<file path="config.mk">
export PLATFORM = sky130hd
export DESIGN_NAME = spi_dualscheme_master
export DESIGN_NICKNAME = d
export VERILOG_FILES = /design/src/rtl/spi_ds_pkg.sv /design/src/rtl/spi_ds_halfgen.sv /design/src/rtl/spi_ds_seq.sv /design/src/rtl/spi_ds_shift.sv /design/src/rtl/spi_dualscheme_master.sv
export SDC_FILE = /design/constraint.sdc
export NUM_CORES = 1
export LEC_CHECK = 0
export BUFFER_PORTS_ARGS = -buffer_cell sky130_fd_sc_hd__buf_4
export CAP_MARGIN = 20
export CORE_MARGIN = 2
export CORE_UTILIZATION = 49
export DETAILED_ROUTE_END_ITERATION = 10
export HOLD_SLACK_MARGIN = 0.1
export PLACE_DENSITY_LB_ADDON = 0.15
export SLEW_MARGIN = 20
export SYNTH_ARGS = -nofsm -noshare
export SYNTH_HDL_FRONTEND = slang
export SYNTH_SLANG_ARGS = --single-unit
</file>
<file path="constraint.sdc">
create_clock -name clk -period 5.3 [get_ports clk]
set_clock_uncertainty 0.2 [all_clocks]
set_input_delay 0 -clock clk [delete_from_list [all_inputs] [get_ports clk]]
set_output_delay 0 -clock clk [all_outputs]
set_load 0.05 [all_outputs]
</file>
<file path="src/rtl/spi_ds_pkg.sv">
package spi_ds_pkg;

   // Clocking scheme: idle level of the serial clock, and early launch
   typedef struct packed {
      logic idle_hi;
      logic early;
   } scheme_t;

   function automatic scheme_t pick_scheme(input logic is_read,
                                           input logic [1:0] wr_code,
                                           input logic [1:0] rd_code);
      logic [1:0] code;
      code = is_read ? rd_code : wr_code;
      return scheme_t'(code);
   endfunction

endpackage

</file>
<file path="src/rtl/spi_ds_halfgen.sv">
module spi_ds_halfgen #(
   parameter int DIV_W = 8
) (
   input  logic             clk,
   input  logic             rst_n,
   input  logic             load,
   input  logic             run,
   input  logic [DIV_W-1:0] div_in,
   output logic             tick
);

   logic [DIV_W-1:0] cnt_q;
   logic [DIV_W-1:0] div_q;

   always_ff @(posedge clk or negedge rst_n) begin
      if (!rst_n) begin
         cnt_q <= '0;
         div_q <= '0;
      end else if (load) begin
         div_q <= div_in;
         cnt_q <= '0;
      end else if (run) begin
         if (cnt_q == div_q) cnt_q <= '0;
         else                cnt_q <= cnt_q + 1'b1;
      end else begin
         cnt_q <= '0;
      end
   end

   assign tick = run && !load && (cnt_q == div_q);

endmodule

</file>
<file path="src/rtl/spi_ds_seq.sv">
module spi_ds_seq
   import spi_ds_pkg::*;
#(
   parameter int   WORD_W        = 16,
   parameter logic RESET_IDLE_HI = 1'b1
) (
   input  logic    clk,
   input  logic    rst_n,
   input  logic    go,
   input  scheme_t scheme_in,
   input  logic    tick,
   output logic    busy,
   output logic    done,
   output logic    cs_n,
   output logic    sclk,
   output logic    early_q,
   output logic    lead_evt,
   output logic    trail_evt,
   output logic    fin_evt
);

   localparam int            HALF_N = 2 * WORD_W;
   localparam int            HW     = $clog2(HALF_N + 1);
   localparam logic [HW-1:0] LAST_H = HW'(HALF_N);

   logic [HW-1:0] h_q;
   logic          edge_ok;

   assign edge_ok   = busy && tick && (h_q != LAST_H);
   assign lead_evt  = edge_ok && !h_q[0];
   assign trail_evt = edge_ok &&  h_q[0];
   assign fin_evt   = busy && tick && (h_q == LAST_H);

   always_ff @(posedge clk or negedge rst_n) begin
      if (!rst_n) begin
         busy    <= 1'b0;
         done    <= 1'b0;
         cs_n    <= 1'b1;
         sclk    <= RESET_IDLE_HI;
         early_q <= 1'b0;
         h_q     <= '0;
      end else begin
         done <= 1'b0;
         if (go) begin
            busy    <= 1'b1;
            cs_n    <= 1'b0;
            sclk    <= scheme_in.idle_hi;
            early_q <= scheme_in.early;
            h_q     <= '0;
         end else if (fin_evt) begin
            busy <= 1'b0;
            cs_n <= 1'b1;
            done <= 1'b1;
            h_q  <= '0;
         end else if (edge_ok) begin
            sclk <= ~sclk;
            h_q  <= h_q + 1'b1;
         end
      end
   end

endmodule

</file>
<file path="src/rtl/spi_ds_shift.sv">
module spi_ds_shift #(
   parameter int WORD_W = 16
) (
   input  logic              clk,
   input  logic              rst_n,
   input  logic              go,
   input  logic [WORD_W-1:0] tx_in,
   input  logic              early_in,
   input  logic              early_q,
   input  logic              lead_evt,
   input  logic              trail_evt,
   input  logic              fin_evt,
   input  logic              miso,
   output logic              mosi,
   output logic [WORD_W-1:0] rx_word
);

   logic [WORD_W-1:0] tx_q;
   logic [WORD_W-1:0] rx_q;
   logic              launch;
   logic              capture;

   // Early launch moves the drive point to the trailing edge
   always_comb begin
      launch  = early_q ? trail_evt : lead_evt;
      capture = early_q ? lead_evt  : trail_evt;
   end

   always_ff @(posedge clk or negedge rst_n) begin
      if (!rst_n) begin
         tx_q    <= '0;
         rx_q    <= '0;
         mosi    <= 1'b0;
         rx_word <= '0;
      end else if (go) begin
         tx_q <= early_in ? {tx_in[WORD_W-2:0], 1'b0} : tx_in;
         mosi <= early_in & tx_in[WORD_W-1];
         rx_q <= '0;
      end else begin
         if (launch) begin
            mosi <= tx_q[WORD_W-1];
            tx_q <= {tx_q[WORD_W-2:0], 1'b0};
         end
         if (capture) rx_q <= {rx_q[WORD_W-2:0], miso};
         if (fin_evt) rx_word <= rx_q;
      end
   end

endmodule

</file>
<file path="src/rtl/spi_dualscheme_master.sv">
module spi_dualscheme_master
   import spi_ds_pkg::*;
#(
   parameter int   WORD_W        = 16,
   parameter int   DIV_W         = 8,
   parameter logic RESET_IDLE_HI = 1'b1
) (
   input  logic              clk,
   input  logic              rst_n,
   input  logic              start,
   input  logic              rw_read,
   input  logic [WORD_W-1:0] tx_word,
   input  logic [1:0]        wr_scheme,
   input  logic [1:0]        rd_scheme,
   input  logic [DIV_W-1:0]  half_div,
   input  logic              miso,
   output logic              busy,
   output logic              done,
   output logic [WORD_W-1:0] rx_word,
   output logic              sclk,
   output logic              cs_n,
   output logic              mosi
);

   generate
      if (WORD_W < 2) begin : g_bad_word
         $error("WORD_W must be at least 2");
      end
      if (DIV_W < 1) begin : g_bad_div
         $error("DIV_W must be at least 1");
      end
   endgenerate

   scheme_t sel;
   logic    go;
   logic    tick;
   logic    early_q;
   logic    lead_evt;
   logic    trail_evt;
   logic    fin_evt;

   assign sel = pick_scheme(rw_read, wr_scheme, rd_scheme);
   assign go  = start && !busy;

   spi_ds_halfgen #(.DIV_W(DIV_W)) u_half (
      .clk    (clk),
      .rst_n  (rst_n),
      .load   (go),
      .run    (busy),
      .div_in (half_div),
      .tick   (tick)
   );

   spi_ds_seq #(.WORD_W(WORD_W), .RESET_IDLE_HI(RESET_IDLE_HI)) u_seq (
      .clk       (clk),
      .rst_n     (rst_n),
      .go        (go),
      .scheme_in (sel),
      .tick      (tick),
      .busy      (busy),
      .done      (done),
      .cs_n      (cs_n),
      .sclk      (sclk),
      .early_q   (early_q),
      .lead_evt  (lead_evt),
      .trail_evt (trail_evt),
      .fin_evt   (fin_evt)
   );

   spi_ds_shift #(.WORD_W(WORD_W)) u_shift (
      .clk       (clk),
      .rst_n     (rst_n),
      .go        (go),
      .tx_in     (tx_word),
      .early_in  (sel.early),
      .early_q   (early_q),
      .lead_evt  (lead_evt),
      .trail_evt (trail_evt),
      .fin_evt   (fin_evt),
      .miso      (miso),
      .mosi      (mosi),
      .rx_word   (rx_word)
   );

endmodule

</file>
Yosys cells after proc, flatten, opt, wreduce, memory -nomap -nowiden:

Index checks and enable logic that the tools add are counted.

* memories: 0
* logic and storage cells: 64
* bits in writable memories: 0
* latch bits: 0
* ROM bits: 0
* input bits: 33
* register bits: 76

* div/mod/pow operators: 0
* multiplexer cells: 25
* shift-type cells: 0
* reduce and logical (&&, ||, !) cells: 18
* $add $sub $neg: 2
* equality and inequality tests: 4
* order comparisons: 0
* bitwise logic cells: 3
* $mul: 0

Operators by type and width (number)
* 16-bit two-way mux: 5
* 8-bit two-way mux: 3
* 6-bit two-way mux: 3
* 1-bit two-way mux: 13
* 8-bit by 1-bit adder with 8-bit output (second input constant): 1
* 8-bit equality test: 1
* 1-bit logical AND: 8
* 2-bit nonzero test: 4
* 6-bit by 1-bit adder with 6-bit output (second input constant): 1
* 6-bit equality test (second input constant): 1
* 6-bit != test (second input constant): 1
* 2-bit AND reduction: 2
* 1-bit zero test: 3
* 3-bit nonzero test: 1
* 2-bit two-way mux: 1
* 2-bit by 1-bit != test with 1-bit output (second input constant): 1
* 1-bit NOT: 2
* 1-bit AND: 1

Longest topological paths before layout:

Gate-level depths: netlist (run 1).

* depth in word-level cells: 11
* mapped depth: 10
* depth with buffers taken out: 7

Hierarchy:

A second synthesis (run 1) with hierarchy kept.

* cells, all modules: 291
* area total of the unflattened synthesis: 3738.6 um2

Modules (own cells, without submodules)
* spi_ds_shift: sequential area each 1226.2 um2, times used 1, area an instance 2304.7 um2, cells an instance 163
* spi_ds_halfgen: sequential area each 400.4 um2, times used 1, area an instance 814.5 um2, cells an instance 64
* spi_ds_seq: sequential area each 277.8 um2, times used 1, area an instance 590.6 um2, cells an instance 61
* spi_dualscheme_master: sequential area each 0.0 um2, times used 1, area an instance 28.8 um2, cells an instance 3

Worst setup path before layout (run 1):

OpenSTA, ideal clock, no wires.

* path kind: reg-to-reg
* start: register u_seq.h_q[0]
* end: register u_shift.rx_word[0]
* buffers on the path: 1
* library setup time: 0.125 ns
* cell stages (with the launch flop): 8
* path slack: 3.120 ns
* arrival: 1.855 ns
* cells stage by stage: dfrtp_1 -> inv_1 -> ha_1 -> nand2_1 -> nor4_1 -> nand2_4 -> buf_6 -> mux2_4

* longest elaborated chain between the ends: 3

RTL lines
* start, declared: RTL line spi_ds_seq.sv:26 `logic [HW-1:0] h_q;`
* start signal, assigned: RTL line spi_ds_seq.sv:57 `h_q <= h_q + 1'b1;`
* 6-bit equality test: RTL line spi_ds_seq.sv:32 `assign fin_evt = busy && tick && (h_q == LAST_H);`
* 1-bit logical AND: RTL line spi_ds_seq.sv:32
* 2-bit AND reduction (no line)
* end signal, assigned: RTL line spi_ds_shift.sv:45 `if (fin_evt) rx_word <= rx_q;`
* end, declared: RTL line spi_ds_shift.sv:15 `output logic [WORD_W-1:0] rx_word`

No other way between the ends.
A chain may end at the register's enable or synchronous reset.

Worst setup path in the final report (run 1):

* start: register u_seq.h_q[0]
* end: register u_shift.mosi

* longest elaborated chain between the ends: 5
* elaborated cells between the ends (all ways): 7
* classes of those cells: 1 x eq/ne; 1 x mux; 5 x reduce/logical

RTL lines
* 6-bit != test: RTL line spi_ds_seq.sv:29 `assign edge_ok = busy && tick && (h_q != LAST_H);`
* 1-bit logical AND: RTL line spi_ds_seq.sv:29
* 1-bit logical AND, on equally long branches: RTL line spi_ds_seq.sv:30, spi_ds_seq.sv:31
* 1-bit two-way mux (*): RTL line spi_ds_shift.sv:25 `launch = early_q ? trail_evt : lead_evt;`
* 2-bit nonzero test (no line) (*)
* end signal, assigned: RTL line spi_ds_shift.sv:37 `mosi <= early_in & tx_in[WORD_W-1];`
* end signal, assigned: RTL line spi_ds_shift.sv:41 `mosi <= tx_q[WORD_W-1];`
* end, declared: RTL line spi_ds_shift.sv:14 `output logic mosi,`

Mark *: on every way between the ends. The rest lies on a longest branch, timed or not.

==> implementation parameters, run 1 <==
Parameter                              Value

Synth
  Syn Area/Cell    10.38 um^2
  Simple-gate share of the synthesized area    16.58%
  Yosys Warn Count    0
  Flip-flop cell with the highest count after synthesis    sky130_fd_sc_hd__dfrtp_1
  Flip-flop and latch count after synthesis    76
  Adder-Cell Fraction of Synth Area    1.060%
  Net count of the mapped netlist    377
  Count of cell types in the netlist    35
  Post-synthesis share of cell area spent on xor and xnor gates    3.712%
  Post-synth EDFFs    0
  Compound-cell area share of the yosys netlist    10.75%
  Async S/R FF share, synth    100.0%
  Post-Synthesis Cell Area    3540 um^2
  Share of cell area taken by muxes after synthesis    10.75%
  Main combinational cell family by area after synthesis    simple AND/OR/NAND/NOR gates
  Post-synthesis cell count    341
  Sequential fraction of the synthesis area    53.80%

Finish
  Final instance area    4593 um^2
  Layout cells sized above 1    22.27%
  Utilization after layout    66.50%
  Area Overhead vs Synth    29.76%
  NumNets Final    462
  Antenna fix cells    0

Placed design
  Routability-driven placement congestion ratio    0.7746
  DP HPWL    4425 um
  Area after detailed placement    3990 um^2
  Count of buffers from port buffering    53

Critical path
  Crit-path cells    inv_1 > ha_1 > nand2_1 > or4_1 > nand4_1 > buf_4 > mux2i_1 > o22ai_1 > dlygate4sd3_1
  Critical-path maximum fanout    32
  CP peak stage delay    0.60 ns
  Arrival time reported for the critical path endpoint    3.02 ns
  Worst Setup End Kind    flop
  Cell at the slowest stage of the critical path    sky130_fd_sc_hd__dlygate4sd3_1
  Bufs and invs on worst path    3
  Critical path start-end classification    reg2reg
  Req. time, crit path    5.32 ns
  CP top delay family    buffers and inverters
  Sort of element at the start of the critical path    flop

Worst hold path
  Type of the most critical hold path    in2async

Flow run
  Max-cap violations    0

Routing
  Per-cell via count in the routed design    5.264
  Drt wl/cell    14.06 um
  Count of routing violations after the opening detailed-route iteration    128
  Number of routed nets with antenna violations    0
  TritonRoute pass-1 iters    6
  Via total after detailed routing    2,774
  Post-Route WL    7412 um
  Post-route DRC    0

Pwr
  Leak Pwr    0.002239 uW
  Highest ir drop seen on vdd    0.2081 mV
  Power per cell area    380.8 nW/um^2

STA
  Worst max-slew margin expressed relative to the limit    36.98%
  Setup_tns    0 ns
  Maximum achievable frequency    0.3325 GHz
  Hold Fails Final Rpt    0
  Count of endpoints failing setup in the final report    0
  Final-layout worst hold slack    0.1508 ns
  Final Max Tran Viols    0
  Minimum period implied by the final worst setup slack    3.008 ns
  Period utilisation layout    56.75%
  Slew at the pin closest to its max-slew limit    0.9453 ns
  RSZ-0062 raised after global routing    false

Clock tree
  TritonCTS Sinks    76
  # H-tree levels    3
  Number of buffers added by the clock tree synthesis step    9
  Root Buffer Master    sky130_fd_sc_hd__clkbuf_8
  Maximum clock insertion buffer count    2
  Insertion delay to the later sink of the worst-skew pair    0.34 ns
  TritonCTS clock tree    built
  Clock-pin slew on the worst setup and hold paths    0.07 ns
  Hold-fix buffers at CTS    40
  CTS resizes    0
  Setup repair bufs after CTS    0

Floorplan
  Placement Rows    30
  Height of the chip    88.99 um
  Die Outline Area    7919 um^2
  Area of the placeable core    6907 um^2
  Initial Util    51.25%
  Width of the die    88.99 um
  Top-Level Pins    54

Global route
  Number of global-route vias before repair    2,690
  Wire length of the first global-routing pass    12,110 um
  Total overflow reported by the global router    0
  Initial antenna violation count    0
  Aggregate global-route resource usage    19.91%
  Largest net degree at the start of global routing    77

Status
  Status    finished clean
[layout by cell type (no fill, tap or decap), drive strengths merged]
cell	count
a211oi	1
a21oi	20
a31oi	2
and2	1
and3	4
buf	57
bufinv	1
clkbuf	12
clkinv	2
clkinvlp	1
dfrtp	74
dfstp	2
dlygate4sd3	40
ha	3
inv	5
mux2	16
mux2i	17
nand2	53
nand3	43
nand4	1
nor2	11
nor2b	2
nor4	3
o21a	2
o21ai	20
o221ai	15
o22ai	1
o31ai	1
or2	1
or3	1
or4	4
xnor2	1
xor2	14
[worst paths after layout]
check / from / endpoint / slack, ns / cells past startpoint
hold reg to reg: u_seq.cs_n$_DFFE_PN1P_ / u_seq.cs_n$_DFFE_PN1P_ / 0.27 / 2
setup reg to reg: u_seq.h_q[0]$_DFFE_PN0P_ / u_shift.mosi$_DFFE_PN0P_ / 2.29 / 9
max in group asynchronous: rst_n / u_shift.rx_word[6]$_DFFE_PN0P_ / 4.15 / 2
hold / removal: rst_n / u_shift.rx_word[11]$_DFFE_PN0P_ / 0.15 / 2
setup / recovery: u_seq.h_q[0]$_DFFE_PN0P_ / u_shift.mosi$_DFFE_PN0P_ / 2.29 / 9
min in group clk: half_div[6] / u_half.div_q[6]$_DFFE_PN0P_ / 0.20 / 4
[cells in the mapped netlist, types with 5 or more instances]
| cell | count | share of area [%] |
|---|---|---|
| sky130_fd_sc_hd__buf_2 | 5 | 0.71 |
| sky130_fd_sc_hd__a21oi_1 | 20 | 2.8 |
| sky130_fd_sc_hd__xor2_1 | 14 | 3.5 |
| sky130_fd_sc_hd__mux2_4 | 7 | 3.0 |
| sky130_fd_sc_hd__nor2_1 | 11 | 1.2 |
| sky130_fd_sc_hd__dfrtp_1 | 74 | 52 |
| sky130_fd_sc_hd__mux2i_1 | 16 | 4.5 |
| sky130_fd_sc_hd__o221ai_1 | 15 | 3.7 |
| sky130_fd_sc_hd__nand2_1 | 52 | 5.5 |
| sky130_fd_sc_hd__nand3_1 | 43 | 6.1 |
| sky130_fd_sc_hd__inv_1 | 5 | 0.53 |
| sky130_fd_sc_hd__mux2_2 | 9 | 2.9 |
| sky130_fd_sc_hd__clkbuf_1 | 16 | 1.7 |
| sky130_fd_sc_hd__o21ai_0 | 20 | 2.8 |
[cell type report]
| type | count | area, um^2 |
|---|---|---|
| repair buffers | 97 | 828.3 |
| clock inverters | 4 | 47.55 |
| fillers | 577 | 2313 |
| well taps | 96 | 120.1 |
| clock buffers | 12 | 155.1 |
| multi-input cells | 237 | 1519 |
| flip-flops and latches | 76 | 1904 |
| inverters | 5 | 18.77 |
[worst reg2reg max path, delay by kind of cell (launching register included)]
family,cells,cell delay [ns]
AO/OA/AOI/OAI,1,0.10
adder cells (fa/ha/maj),1,0.15
buffers and inverters,3,1.03
flip-flops,1,0.43
AND/OR/NAND/NOR,3,0.76
multiplexers,1,0.23
[where the power goes]
| group | internal (uW) | switching, uW | leakage [uW] |
|---|---|---|---|
| registers | 733 | 120 | 0.000987 |
| clock network | 242 | 206 | 0.000102 |
| logic | 198 | 251 | 0.00115 |
| total | 1170 | 577 | 0.00224 |
[flip-flops by register name (all words and copies together) (netlist names)]
register         flops
u_seq.sclk           1
u_half.div_q         8
u_shift.tx_q        16
u_shift.mosi         1
u_seq.h_q            6
u_seq.cs_n           1
u_shift.rx_q        16
u_seq.busy           1
u_half.cnt_q         8
u_seq.early_q        1
u_shift.rx_word     16
u_seq.done           1
[cell families after synthesis]
kind of cell / Yosys count
simple gates: 124
flops: 76
compound gates: 62
mux: 33
buf+inv: 28
xor+xnor: 15
fa+ha+maj: 3
[through the flow]
step / worst slack (ns) / total power, uW / cells
after global placement: 2.543 / 1261 / 471
after detailed placement: 2.489 / 1280 / 471
after global routing: 2.149 / 1861 / 527
after floorplan: 3.120 / 1153 / 341
final: 2.292 / 1749 / 527
after CTS: 2.356 / 1756 / 527
[routing by layer]
metal	wire, um	vias up	global-route usage, %
met4	53	0	5.563
met5	0	-	0
met2	3636	53	32.63
met1	3433	1336	25.82
met3	289	5	6.187
li1	-	1380	-
No activity file was read; power rests on OpenSTA's default activity.
==> inputs of run 2 (changes only) <==
- clock period: 5.3 -> 2.6 ns (I/O delays scaled with it)
==> implementation parameters, run 2 (synthesis gave the netlist of run 1 again) <==
Parameter                              Value

Pwr
  Seq pwr share    47.0%
  Leak Pwr    0.002321 uW
  Highest ir drop seen on vdd    0.3519 mV
  Portion of total power attributed to combinational logic    26.2%
  Clock network power share    26.8%
  Power per cell area    784.1 nW/um^2
  Internal power contribution    2496 uW
  Sw power    1207 uW
  Switching part of the total    32.60%

Critical path
  CP peak stage delay    0.62 ns
  Worst path most repeated cell    sky130_fd_sc_hd__dlygate4sd3_1
  Cell at the slowest stage of the critical path    sky130_fd_sc_hd__dlygate4sd3_1
  Crit-path cells    dlygate4sd3_1 > buf_4 > mux2i_2 > dlygate4sd3_1 > buf_12 > mux2i_1 > dlygate4sd3_1 > o221ai_1
  Sort of element at the start of the critical path    input pin
  Worst Setup End Kind    flop
  Reg-to-reg startpoint    u_seq.busy$_DFFE_PN0P_
  Bufs and invs on worst path    5
  Arrival time reported for the critical path endpoint    2.54 ns
  CP top delay family    buffers and inverters
  Critical-path maximum fanout    18
  Crit path launch    rd_scheme[0]
  Req. time, crit path    2.61 ns
  Critical path start-end classification    in2reg

Routing
  TritonRoute pass-1 iters    4
  Count of routing violations after the opening detailed-route iteration    165
  Post-route DRC    0
  Per-cell via count in the routed design    5.413
  Number of routed nets with antenna violations    0
  Drt wl/cell    14.85 um
  Via total after detailed routing    2,912
  Post-Route WL    7991 um

Floorplan
  Height of the chip    88.99 um
  Placement Rows    30
  Initial Util    51.25%
  Area of the placeable core    6907 um^2
  Width of the die    88.99 um
  Top-Level Pins    54
  Die Outline Area    7919 um^2

Clock tree
  TritonCTS clock tree    built
  Insertion delay to the later sink of the worst-skew pair    0.35 ns
  Maximum clock insertion buffer count    2
  Root Buffer Master    sky130_fd_sc_hd__clkbuf_8
  Number of buffers added by the clock tree synthesis step    9
  TritonCTS Sinks    76
  # H-tree levels    3
  Clock-pin slew on the worst setup and hold paths    0.08 ns
  Setup repair bufs after CTS    0

Placed design
  Setup slack after placement    0.2450 ns
  Routability-driven placement congestion ratio    0.8071
  Count of buffers from port buffering    53
  DP HPWL    4604 um

Status
  Status    finished clean

STA
  Maximum achievable frequency    0.3959 GHz
  Period utilisation layout    97.16%
  Hold Fails Final Rpt    0
  Slew at the pin closest to its max-slew limit    0.9296 ns
  RSZ-0062 raised after global routing    false
  Setup_tns    0 ns
  Count of endpoints failing setup in the final report    0
  Minimum setup slack in the final design    0.07387 ns
  Final Max Tran Viols    0
  Worst max-slew margin expressed relative to the limit    38.03%
  Minimum period implied by the final worst setup slack    2.526 ns

Worst hold path
  Type of the most critical hold path    in2async

Flow run
  Max-cap violations    0

Finish
  NumNets Final    473
  Most used cells in the layout excluding fill and tap cells    sky130_fd_sc_hd__dfrtp_1, sky130_fd_sc_hd__buf_4, sky130_fd_sc_hd__nand2_1
  Registers with the most flip-flops    u_shift.rx_q: 16 flops, u_shift.rx_word: 16 flops, u_shift.tx_q: 16 flops
  Layout cells sized above 1    23.30%
  Area Overhead vs Synth    33.44%
  Most common library cell in the layout ignoring fill and taps    sky130_fd_sc_hd__dfrtp_1
  Antenna fix cells    0

Global route
  Aggregate global-route resource usage    21.21%
  Largest net degree at the start of global routing    77
  Wire length of the first global-routing pass    13,050 um
  Number of global-route vias before repair    2,805
  Initial antenna violation count    0
  Total overflow reported by the global router    0
run 2: changes by cell type in the layout (fill, tap and decap cells not counted), sizes merged:
cell / change
bufinv: +1
dlygate4sd3: +3
buf: +8
clkinv: -1
run 2: what timing repair did:
action | 4_1_cts | 5_1_grt
resized for setup | 0 | 3
hold endpoints to repair | 116 | 0
endpoints found under the setup margin | 0 | 4
hold buffers | 43 | 0
run 2: final cells by class:
class / instances / area, um^2
clock inverters: 4 / 72.57
flip-flops and latches: 76 / 1904
repair buffers: 108 / 943.4
fillers: 554 / 2183
multi-input cells: 237 / 1519
well taps: 96 / 120.1
clock buffers: 12 / 145.1
inverters: 5 / 18.77
run 2: path summary, 6_finish.rpt:
path / end / slack [ns] / cells past startpoint
setup / recovery: u_shift.tx_q[9]$_DFFE_PN0P_ / 0.07 / 8
hold / removal: u_shift.rx_q[13]$_DFFE_PN0P_ / 0.15 / 2
min in group clk: u_seq.busy$_DFFE_PN0P_ / 0.25 / 3
max in group asynchronous: u_shift.mosi$_DFFE_PN0P_ / 1.46 / 2
hold reg to reg: u_seq.cs_n$_DFFE_PN1P_ / 0.27 / 2
setup reg to reg: u_half.div_q[6]$_DFFE_PN0P_ / 0.19 / 5
run 2: power groups by stage:
stage | logic, uW | clock network (uW) | registers (uW)
after global routing | 1110 | 1060 | 1780
after detailed placement | 882 | 0 | 1750
final | 970 | 992 | 1740
after CTS | 964 | 1010 | 1730
after floorplan | 600 | 0 | 1750
after global placement | 856 | 0 | 1740
run 2: worst reg2reg max path, delay by kind of cell, from the launching register on:
kind | cells | cell delay, ns
buf+inv | 2 | 0.86
flops | 1 | 0.48
simple gates | 3 | 0.82
run 2: stage by stage:
step / hold WS (ns) / instances / power, uW / util (%) / instance area [um^2]
2_1_floorplan: -0.4956 / 341 / 2350 / - / 3540
3_3_place_gp: -0.01143 / 479 / 2597 / 58.82 / 4063
3_5_place_dp: -0.006106 / 479 / 2636 / 58.82 / 4063
4_1_cts: 0.1863 / 538 / 3708 / 68.21 / 4711
5_1_grt: 0.2413 / 538 / 3939 / 68.39 / 4723
6_report: 0.1488 / 538 / 3704 / 68.39 / 4723
run 2: layer usage:
metal	routed length (um)	vias up	track usage [%]
met5	0	-	0
met4	165	0	8.955
met3	295	15	3.232
met2	3926	66	33.72
met1	3604	1435	29.22
li1	-	1396	-
